`src/rtl/arb_pkg.sv`:
```
package arb_pkg;

  typedef enum logic [1:0] {
    WIN_NONE  = 2'd0,
    WIN_LEFT  = 2'd1,
    WIN_RIGHT = 2'd2
  } winner_e;

  // Status that the datapath hands to the control.
  typedef struct packed {
    logic contend;
    logic leftSteady;
    logic rightSteady;
  } match_t;

  // Strobes that the control hands back to the datapath.
  typedef struct packed {
    logic holdLeft;
    logic holdRight;
  } strobe_t;

endpackage

```
`src/rtl/arb_datapath.sv`:
```
module arb_datapath
  import arb_pkg::*;
#(
  parameter int ADDR_W = 3
) (
  input  logic              clk,
  input  logic              rstN,
  input  logic              isMaster,
  input  logic              leftEn,
  input  logic [ADDR_W-1:0] leftAddr,
  input  logic              leftWrReq,
  input  logic              rightEn,
  input  logic [ADDR_W-1:0] rightAddr,
  input  logic              rightWrReq,
  input  logic              leftBusyInN,
  input  logic              rightBusyInN,
  input  strobe_t           strobe,
  output match_t            matchInfo,
  output logic              leftBusyOutN,
  output logic              rightBusyOutN,
  output logic              leftWrGrant,
  output logic              rightWrGrant
);

  localparam int NPORT = 2;

  logic              curEn   [NPORT];
  logic [ADDR_W-1:0] curAddr [NPORT];
  logic              steady  [NPORT];

  assign curEn[0]   = leftEn;
  assign curEn[1]   = rightEn;
  assign curAddr[0] = leftAddr;
  assign curAddr[1] = rightAddr;

  // Per-port history: was this port enabled on this address last clock?
  for (genvar p = 0; p < NPORT; p++) begin : g_hist
    logic              prevEn;
    logic [ADDR_W-1:0] prevAddr;
    always_ff @(posedge clk) begin
      if (!rstN) begin
        prevEn   <= 1'b0;
        prevAddr <= '0;
      end else begin
        prevEn   <= curEn[p];
        prevAddr <= curAddr[p];
      end
    end
    assign steady[p] = prevEn && (prevAddr == curAddr[p]);
  end

  always_comb begin
    matchInfo.contend     = leftEn && rightEn && (leftAddr == rightAddr);
    matchInfo.leftSteady  = steady[0];
    matchInfo.rightSteady = steady[1];
  end

  logic effLeftBusy, effRightBusy;

  always_comb begin
    leftBusyOutN  = isMaster ? !strobe.holdLeft  : 1'b1;
    rightBusyOutN = isMaster ? !strobe.holdRight : 1'b1;
    effLeftBusy   = isMaster ? strobe.holdLeft   : !leftBusyInN;
    effRightBusy  = isMaster ? strobe.holdRight  : !rightBusyInN;
    leftWrGrant   = leftWrReq  && !effLeftBusy;
    rightWrGrant  = rightWrReq && !effRightBusy;
  end

  p_release_r7: assert property (@(posedge clk) disable iff (!rstN)
    !matchInfo.contend |-> (leftBusyOutN && rightBusyOutN));

  p_slave_idle_r8: assert property (@(posedge clk) disable iff (!rstN)
    !isMaster |-> (leftBusyOutN && rightBusyOutN));

  p_slave_gate_r9: assert property (@(posedge clk) disable iff (!rstN)
    (!isMaster && !leftBusyInN) |-> !leftWrGrant);

  p_master_gate_r9: assert property (@(posedge clk) disable iff (!rstN)
    (isMaster && !rightBusyOutN) |-> !rightWrGrant);

endmodule

```
`src/rtl/arb_control.sv`:
```
module arb_control
  import arb_pkg::*;
(
  input  logic    clk,
  input  logic    rstN,
  input  match_t  matchInfo,
  output strobe_t strobe
);

  winner_e winReg;
  winner_e startWin;
  winner_e curWin;

  always_comb begin
    // Only a port that was steady while the other was not wins outright;
    // every other start goes to the left port.
    startWin = (matchInfo.rightSteady && !matchInfo.leftSteady) ? WIN_RIGHT : WIN_LEFT;
    if (!matchInfo.contend)      curWin = WIN_NONE;
    else if (winReg != WIN_NONE) curWin = winReg;
    else                         curWin = startWin;
    strobe.holdLeft  = (curWin == WIN_RIGHT);
    strobe.holdRight = (curWin == WIN_LEFT);
  end

  always_ff @(posedge clk) begin
    if (!rstN) winReg <= WIN_NONE;
    else       winReg <= curWin;
  end

  p_need_match_r1: assert property (@(posedge clk) disable iff (!rstN)
    (strobe.holdLeft || strobe.holdRight) |-> matchInfo.contend);

  p_one_loser_r3: assert property (@(posedge clk) disable iff (!rstN)
    $onehot0({strobe.holdLeft, strobe.holdRight}));

  p_held_right_r6: assert property (@(posedge clk) disable iff (!rstN)
    (matchInfo.contend && strobe.holdRight) ##1 matchInfo.contend |-> strobe.holdRight);

  p_held_left_r6: assert property (@(posedge clk) disable iff (!rstN)
    (matchInfo.contend && strobe.holdLeft) ##1 matchInfo.contend |-> strobe.holdLeft);

endmodule

```
`src/rtl/dp_contention_arbiter.sv`:
```
module dp_contention_arbiter
  import arb_pkg::*;
#(
  parameter int ADDR_W = 3
) (
  input  logic              clk,
  input  logic              rstN,
  input  logic              isMaster,
  input  logic              leftEn,
  input  logic [ADDR_W-1:0] leftAddr,
  input  logic              leftWrReq,
  input  logic              rightEn,
  input  logic [ADDR_W-1:0] rightAddr,
  input  logic              rightWrReq,
  input  logic              leftBusyInN,
  input  logic              rightBusyInN,
  output logic              leftBusyOutN,
  output logic              rightBusyOutN,
  output logic              leftWrGrant,
  output logic              rightWrGrant
);

  match_t  matchInfo;
  strobe_t strobe;

  arb_datapath #(.ADDR_W(ADDR_W)) i_datapath (
    .clk          (clk),
    .rstN         (rstN),
    .isMaster     (isMaster),
    .leftEn       (leftEn),
    .leftAddr     (leftAddr),
    .leftWrReq    (leftWrReq),
    .rightEn      (rightEn),
    .rightAddr    (rightAddr),
    .rightWrReq   (rightWrReq),
    .leftBusyInN  (leftBusyInN),
    .rightBusyInN (rightBusyInN),
    .strobe       (strobe),
    .matchInfo    (matchInfo),
    .leftBusyOutN (leftBusyOutN),
    .rightBusyOutN(rightBusyOutN),
    .leftWrGrant  (leftWrGrant),
    .rightWrGrant (rightWrGrant)
  );

  arb_control i_control (
    .clk      (clk),
    .rstN     (rstN),
    .matchInfo(matchInfo),
    .strobe   (strobe)
  );

endmodule

```
`config.mk`:
```
export PLATFORM = sky130hd
export DESIGN_NAME = dp_contention_arbiter
export DESIGN_NICKNAME = d
export VERILOG_FILES = /design/src/rtl/arb_pkg.sv /design/src/rtl/arb_datapath.sv /design/src/rtl/arb_control.sv /design/src/rtl/dp_contention_arbiter.sv
export SDC_FILE = /design/constraint.sdc
export NUM_CORES = 1
export LEC_CHECK = 0
export CORE_AREA = 2 2 39 41
export CTS_CLUSTER_DIAMETER = 60
export DETAILED_ROUTE_END_ITERATION = 10
export DIE_AREA = 0 0 41 43
export DONT_BUFFER_PORTS = 1
export PLACE_DENSITY_LB_ADDON = 0.1
export SYNTH_ARGS = -nofsm -noshare
export SYNTH_HDL_FRONTEND = slang
export SYNTH_SLANG_ARGS = --single-unit
```
`constraint.sdc`:
```
create_clock -name clk -period 1.4 [get_ports clk]
set_clock_uncertainty 0.05 [all_clocks]
set_input_delay 0.14 -clock clk [delete_from_list [all_inputs] [get_ports clk]]
set_output_delay 0.14 -clock clk [all_outputs]
set_load 0.02 [all_outputs]
```
After elaboration in Yosys (flattened, before gate mapping)
Index checks and enable logic that the tools add are counted.
{"block": "op_classes", "n_eq_ne": 5, "mux": 7, "n_reduce_logical": 15}
{"operator": "$eq A3 B3 Y1", "count": 3}
{"operator": "$logic_and A1 B1 Y1", "count": 7}
{"operator": "$logic_not A1 Y1", "count": 7}
{"operator": "$mux W2", "count": 3}
{"operator": "$mux W1", "count": 4}
{"operator": "$eq A2 B1 Y1 const B", "count": 1}
{"operator": "$eq A2 B2 Y1 const B", "count": 1}
{"operator": "$reduce_bool A2 Y1", "count": 1}
{"block": "totals", "register_bits": 10, "input_bits": 15, "out_inout_bits": 4, "wordCells": 32}

Longest topological paths before layout
Gate-level depths: netlist (run 1).
{"block": "logic_depth", "ltp_word": 11, "mapped_depth": 4, "mapped_depth_nobuf": 4}

Cells and area by module
A second synthesis (run 1) with hierarchy kept.
{"block": "unflattened", "cells_unflattened": 48, "hier_area_um2": 465.4}
{"mod": "arb_datapath", "instances": 1, "cells_each": 37, "area_per_inst_um2": 371.6, "seq_area_each_um2": 160.2}
{"mod": "arb_control", "instances": 1, "cells_each": 11, "area_per_inst_um2": 93.8, "seq_area_each_um2": 40.0}

Worst setup path after synthesis (run 1)
No wires, ideal clock.
{"block": "synth_timing", "path_kind": "input-to-output", "from": "input leftAddr[0]", "to": "output rightBusyOutN", "t_arrival_ns": 1.114, "t_required_ns": 1.210, "setup_slack_ns": 0.096, "path_stages": 4, "n_path_buf": 0, "path_cell_list": "xnor2_1 -> nand4_1 -> or2_0 -> or3_1"}
{"block": "synth_between", "elab_chain_len": 10, "elab_cells_between_ends": 12, "cone_classes": "3 x eq/ne; 4 x mux; 5 x reduce/logical"}
{"item": "start: declaration", "line_no": "dp_contention_arbiter.sv:10", "rtl": "input logic [ADDR_W-1:0] leftAddr,"}
{"item": "$eq A3 B3 Y1", "line_no": "arb_datapath.sv:49", "rtl": "assign steady[p] = prevEn && (prevAddr == curAddr[p]);"}
{"item": "$logic_and A1 B1 Y1", "line_no": "arb_datapath.sv:49"}
{"item": "$logic_not A1 Y1", "line_no": "arb_control.sv:17", "rtl": "startWin = (matchInfo.rightSteady && !matchInfo.leftSteady) ? WIN_RIGHT : WIN_LEFT;"}
{"item": "$logic_and A1 B1 Y1", "line_no": "arb_control.sv:17"}
{"item": "$mux W2", "line_no": "arb_control.sv:17"}
{"item": "$mux W2", "line_no": "arb_control.sv:19", "rtl": "else if (winReg != WIN_NONE) curWin = winReg;"}
{"item": "$mux W2 (*)", "line_no": "arb_control.sv:18", "rtl": "if (!matchInfo.contend) curWin = WIN_NONE;"}
{"item": "$eq A2 B1 Y1 (*)", "line_no": "arb_control.sv:22", "rtl": "strobe.holdRight = (curWin == WIN_LEFT);"}
{"item": "$logic_not A1 Y1 (*)", "line_no": "arb_datapath.sv:62", "rtl": "rightBusyOutN = isMaster ? !strobe.holdRight : 1'b1;"}
{"item": "$mux W1 (*)", "line_no": "arb_datapath.sv:62"}
{"item": "end: declaration", "line_no": "dp_contention_arbiter.sv:18", "rtl": "output logic rightBusyOutN,"}
Every way passes the cells marked *; elsewhere a longest branch is shown, timed or not.

Worst setup path after layout (run 1)
{"block": "layout_timing", "from": "register i_control.winReg[1]", "to": "output leftWrGrant"}
{"block": "layout_between", "elab_chain_len": 7}
{"item": "start: declaration", "line_no": "arb_control.sv:10", "rtl": "winner_e winReg;"}
{"item": "start signal: assignment", "line_no": "arb_control.sv:27", "rtl": "else winReg <= curWin;"}
{"item": "$reduce_bool A2 Y1", "line_no": "arb_control.sv:19"}
{"item": "$mux W2 (*)", "line_no": "arb_control.sv:19"}
{"item": "$mux W2 (*)", "line_no": "arb_control.sv:18"}
{"item": "$eq A2 B2 Y1 (*)", "line_no": "arb_control.sv:21", "rtl": "strobe.holdLeft = (curWin == WIN_RIGHT);"}
{"item": "$mux W1 (*)", "line_no": "arb_datapath.sv:63", "rtl": "effLeftBusy = isMaster ? strobe.holdLeft : !leftBusyInN;"}
{"item": "$logic_not A1 Y1 (*)", "line_no": "arb_datapath.sv:65", "rtl": "leftWrGrant = leftWrReq && !effLeftBusy;"}
{"item": "$logic_and A1 B1 Y1 (*)", "line_no": "arb_datapath.sv:65"}
{"item": "end: declaration", "line_no": "dp_contention_arbiter.sv:19", "rtl": "output logic leftWrGrant,"}
Marked as above.

==> run metrics, run 1 <==
drt first-iter violations 11; final WL 1.11 mm; largest family of logic cells by synthesized area simple AND/OR/NAND/NOR gates; vias in the first global route 466; GR Util met3 3.14%; peak supply drop 0.445 mV; final worst slack -0.197 ns; Worst Max-Slew Pin Slew 0.245 ns; post-layout minimum cycle time 1.60 ns; Final Cell Area 734 µm²; 1st-pass router iterations 4; core box area 1380 µm²; largest net degree at the start of global routing 9; Post-Syn Area per Cell 9.40 µm²; placer congestion estimate 0.710; Initial Util 31.9%; Placed Cells 65; total CTS buffers 3; Cell Pwr Density 816 nW/µm²; startpoint types flip-flop; Filler cells 129; slowest stage delay, CP 0.34 ns; DR WL/cell 12.6 µm; clk buf depth 2; Die ar. 1760 µm²; Slew Limit Fails 0; clock latency on the worst-skew pair 0.26 ns; routing usage on met2 26.9%; worst-path cell chain nor3b_2 > nand4_1 > o22ai_2 > a21oi_2 > buf_6; hold path cells 3; post-synthesis xor/xnor area fraction 17.8%; Synth Area in Compound Gates 9.35%; initial antenna violation count 0; outcome complete, but fails checks; simple-gate portion of the synthesized area 25.8%; CP arrival 1.41 ns; switching share of power 22.3%; post-detail-place hpwl 729 µm; antenna viol nets, final 0; Pint 465 µW; CP Capture Type primary output; # Max-Cap Violations 0; Seq/Total Area, Yosys 45.3%; Area Overhead vs Synth 66.3%; clock share of power 32.5%; violated checks negative setup slack; GR peak layer met2; final core occ 53.1%; period utilisation layout 114%; Post-Syn Nets 62; Die Span X 41 µm; global-route wire length before repair 1.84 mm; sw power 134 µW; RSZ-0062 raised after global routing yes; clk root buf clkbuf_4; fraction of layout cells with a size suffix above 1 30.6%; Worst Path Max Fanout 3; critical path depth 5; Slew headroom 83.7%; Reg clk slew, reported paths 0.06 ns; nets 89; R2R cell count 5; Setup CP Type reg2out; CTS tree built; Netlist cell types 18; Gate power share 17.3%; Tot GR Track Use 15.7%; Syn Inst Count 47; post-synthesis register bit count 10; via density per instance 4.98; final non-filler cell total 88; adder-cell share of the synthesized area 0%; post-synthesis mux area share 0%; critical path buffer and inverter count 1; CTS Sinks 10; top-level port count 19; H-Tree Depth 1; Final setup viols 4; Post-Synthesis Cell Area 442 µm²; synth warn 0; # port buffers 0; grt total ovfl 0; std cell rows 14; slowest CP cell dfxtp_4; critical path's top delay family flip-flops; Post-Place Cell Area 477 µm²; Leak Pwr 0.000295 µW; register share of total power 50.2%; Hold Path Class in2reg; total number of vias 438; met1 GRT Util 16.8%; DRC errors left 0; ant diodes 0; Worst EP required 1.21 ns; fmax 626 MHz; die span in y 43 µm; final hold viol count 0
-- flip-flops by register name, summed over array words and instances (netlist names) --
signal and count:
i_control.winReg 2, i_datapath.g_hist.prevAddr 6, i_datapath.g_hist.prevEn 2
-- logic make-up (layout without fill, tap and decap cells) --
kind of cell,Yosys count,count (layout)
buf+inv,2,27
simple gates,20,20
flops,10,10
xor+xnor,9,9
compound gates,6,6
-- cell type report --
type                            instances  area, µm²  share of cell area [%]
Sequential cell                        10        206                    28.1
Tap cell                               16       20.0                    2.73
Clock buffer                            3       22.5                    3.07
Multi-Input combinational cell         35        269                    36.6
Timing Repair Buffer                   22        209                    28.4
Inverter                                2       7.51                    1.02
-- power by group through the flow --
| stage | clock network [µW] | registers, µW | logic [µW] |
|---|---|---|---|
| finish | 195 | 301 | 103 |
| global route | 215 | 302 | 112 |
| CTS | 197 | 301 | 102 |
| detailed placement | 0 | 308 | 59.9 |
| global placement | 0 | 308 | 58.4 |
| floorplan | 0 | 307 | 48.6 |
-- per-stage QoR --
stage / setup WS (ns) / TNS, ns / total power (µW) / hold slack [ns]
floorplan: 0.0957 / 0 / 356 / 0.212
global placement: 0.0296 / 0 / 367 / 0.213
detailed placement: -0.0366 / -0.0366 / 368 / 0.215
CTS: -0.189 / -0.617 / 600 / 0.0642
global route: -0.293 / -0.973 / 628 / 0.0904
finish: -0.197 / -0.618 / 599 / 0.0662
-- cells in the final DEF (no fill, tap or decap), drive strengths merged, types with 2 or more instances in the layout --
master	synthesis	final
inv	2	2
dlygate4sd3	0	16
dfxtp	10	10
nand4	2	2
buf	0	6
nor2	3	3
and2	7	7
xnor2	9	9
clkbuf	0	3
nand2	3	3
o21a	2	2
-- timing repair --
action	4_1_cts	5_1_grt
endpoints found under the hold margin	9	0
buffers inserted	3	1
cloned	0	0
hold buffers	16	0
pin swaps	6	1
resized for setup	12	2
endpoints found under the setup margin	4	4
-- synth_stat cells (all sizes together) --
master	number	area [µm²]
dfxtp	10	200
xnor2	9	78.8
and2	7	45.1
nand2	3	11.3
nor2	3	11.3
inv	2	7.51
nand4	2	12.5
o21a	2	15.0
a21oi	1	5.00
and4	1	8.76
nor3	1	5.00
nor3b	1	7.51
o21ai	1	5.00
o22ai	1	6.26
o31a	1	10.0
or2	1	6.26
or3	1	6.26
-- worst reg2reg max path, cell delays in order, from the launching register on --
cell and delay (ns):
dfxtp_4 0.34, nor3b_2 0.15, nand4_1 0.18, nor2_2 0.20
buf_4 0.13, o21a_1 0.10
-- final timing paths --
check	startpoint	slack (ns)	endpoint
max	i_control.winReg[1]$_SDFF_PN0_	-0.20	leftWrGrant
min	rstN	0.07	i_control.winReg[1]$_SDFF_PN0_
max reg2reg	i_control.winReg[1]$_SDFF_PN0_	0.19	i_control.winReg[1]$_SDFF_PN0_
min reg2reg	i_control.winReg[1]$_SDFF_PN0_	0.66	i_control.winReg[1]$_SDFF_PN0_
-- per-layer routing --
layer,up-vias,wire [µm]
met1,207,368
li1,208,-
met5,-,0
met4,0,16
met3,2,75
met2,21,646
Power figures use the tool's default switching activity.
==> run 2, diff against run 1 <==
--- a/config.mk
+++ b/config.mk
@@ -11,6 +11,7 @@
 export DIE_AREA = 0 0 41 43
 export DONT_BUFFER_PORTS = 1
 export PLACE_DENSITY_LB_ADDON = 0.1
+export SKIP_LAST_GASP = 1
 export SYNTH_ARGS = -nofsm -noshare
 export SYNTH_HDL_FRONTEND = slang
 export SYNTH_SLANG_ARGS = --single-unit
==> constraint.sdc (replaced) <==
create_clock -name clk -period 1.4 [get_ports clk]
set_clock_uncertainty 0.05 [all_clocks]
set_input_delay 0.07 -clock clk [delete_from_list [all_inputs] [get_ports clk]]
set_output_delay 0.07 -clock clk [all_outputs]
set_load 0.02 [all_outputs]
==> run metrics, run 2 (synthesis gave the netlist of run 1 again) <==
outcome complete, but fails checks; violated checks negative setup slack; Final Cell Area 734 µm²; CTS Sinks 10; commonest non-fill, non-tap cell in the layout dlygate4sd3_1; H-Tree Depth 1; peak supply drop 0.432 mV; final non-filler cell total 87; clk buf depth 2; R2R cell count 5; CTS tree built; max reg flops 6; Slew Limit Fails 0; DR WL/cell 11.9 µm; Largest Register i_datapath.g_hist.prevAddr; grt total ovfl 0; Die ar. 1760 µm²; Worst Max-Slew Pin Slew 0.280 ns; placer congestion estimate 0.709; ant diodes 0; hold path cells 3; nets 87; Filler cells 136; total CTS buffers 3; reg2reg setup slack 0.20 ns; total number of vias 413; Tot GR Track Use 14.8%; core box area 1380 µm²; Post-Place Cell Area 469 µm²; Power Total 667 µW; 1st-pass router iterations 2; RSZ-0062 raised after global routing yes; vias in the first global route 427; Leak Pwr 0.000301 µW; Worst Path Max Fanout 3; CP arrival 1.39 ns; Die Span X 41 µm; initial antenna violation count 0; std cell rows 14; Initial Util 31.9%; Hold Path End i_control.winReg[1]$_SDFF_PN0_; startpoint types flip-flop; # port buffers 0; fmax 663 MHz; area of the multi-input gates 274 µm²; final WL 1.04 mm; via density per instance 4.75; final core occ 53.1%; commonest non-fill, non-tap cells in the layout 17 x dlygate4sd3_1, 8 x xnor2_1, 7 x dfxtp_1; final hold viol count 0; DRC errors left 0; Worst EP required 1.28 ns; register area 204 µm²; drt first-iter violations 11; post-layout minimum cycle time 1.51 ns; antenna viol nets, final 0; Hold Slack 0.0732 ns; Final setup viols 4; Reg clk slew, reported paths 0.07 ns; Placed Cells 64; Hold Startpoint rightEn; die span in y 43 µm; FF-to-FF Start i_datapath.g_hist[0].prevAddr[0]$_SDFF_PN0_; top-level port count 19; Top Registers i_datapath.g_hist.prevAddr (6), i_control.winReg (2), i_datapath.g_hist.prevEn (2); period utilisation layout 108%; global-route wire length before repair 1.73 mm; R2R Path End i_control.winReg[0]$_SDFF_PN0_; Slew headroom 81.3%; final worst slack -0.109 ns; # Max-Cap Violations 0; clock latency on the worst-skew pair 0.26 ns; CP Capture Type primary output; largest net degree at the start of global routing 9; Hold Path Class in2reg; Area Overhead vs Synth 66.3%; clk root buf clkbuf_4; fraction of layout cells with a size suffix above 1 28.2%; Setup CP Type reg2out; Cell Pwr Density 909 nW/µm²
==> run 2: cell count changes in the layout (fill, tap and decap cells not counted), sizes merged <==
cell and delta:
dlygate4sd3 +1, clkbuf +1, buf -3
==> run 2: per-layer routing <==
layer	up-vias	part of all wire, %	track usage (%)
met3	0	4.2	5.24
met1	198	38	17.0
met2	7	57	23.8
met4	0	0	6.00
li1	208	-	-
met5	-	0	0
==> run 2: how the worst max path moves through the flow <==
stage               endpoint  cells after the start                                   startpoint  slack (ns)
6_report       rightBusyOutN                      4  i_datapath.g_hist[0].prevAddr[0]$_SDFF_PN0_       -0.11
5_1_grt          leftWrGrant                      5               i_control.winReg[1]$_SDFF_PN0_       -0.19
4_1_cts        rightBusyOutN                      4  i_datapath.g_hist[0].prevAddr[1]$_SDFF_PN0_       -0.13
3_5_place_dp     leftWrGrant                      5               i_control.winReg[1]$_SDFF_PN0_        0.09
3_3_place_gp     leftWrGrant                      5               i_control.winReg[1]$_SDFF_PN0_        0.09
2_1_floorplan    leftWrGrant                      4  i_datapath.g_hist[0].prevAddr[1]$_SDFF_PN0_        0.19
==> run 2: layout make-up <==
cell class | instances | share of cell area (%)
clock buffers | 4 | 4.94
multi-input cells | 35 | 37.3
repair buffers | 20 | 26.2
inverters | 2 | 1.02
flip-flops and latches | 10 | 27.8
well taps | 16 | 2.73
==> run 2: worst max-delay path, stage by stage (launching register included) <==
cell and delay [ns]:
dfxtp_1 0.31, xnor2_1 0.15, and4_4 0.25, nor2_2 0.05, or3_4 0.37
==> run 2: power by group <==
| part | leakage [µW] | total [µW] | switching [µW] | internal [µW] |
|---|---|---|---|---|
| clock network | 0.0000210 | 262 | 104 | 158 |
| registers | 0.0000841 | 303 | 5.18 | 297 |
| logic | 0.000196 | 103 | 32.9 | 69.9 |
| total | 0.000301 | 667 | 142 | 525 |
==> run 2: through the flow <==
step | worst slack, ns | TNS (ns)
finish | -0.109 | -0.328
CTS | -0.129 | -0.392
detailed placement | 0.0915 | 0
global placement | 0.0937 | 0
global route | -0.186 | -0.673
floorplan | 0.194 | 0
==> run 2: repair_timing <==
item / 4_1_cts / 5_1_grt
pin swaps: 4 / 3
hold endpoints to repair: 9 / 0
cloned: 0 / 0
setup buffers: 2 / 0
gates resized for setup: 9 / 3
setup endpoints to repair: 4 / 4
hold buffers: 17 / 0
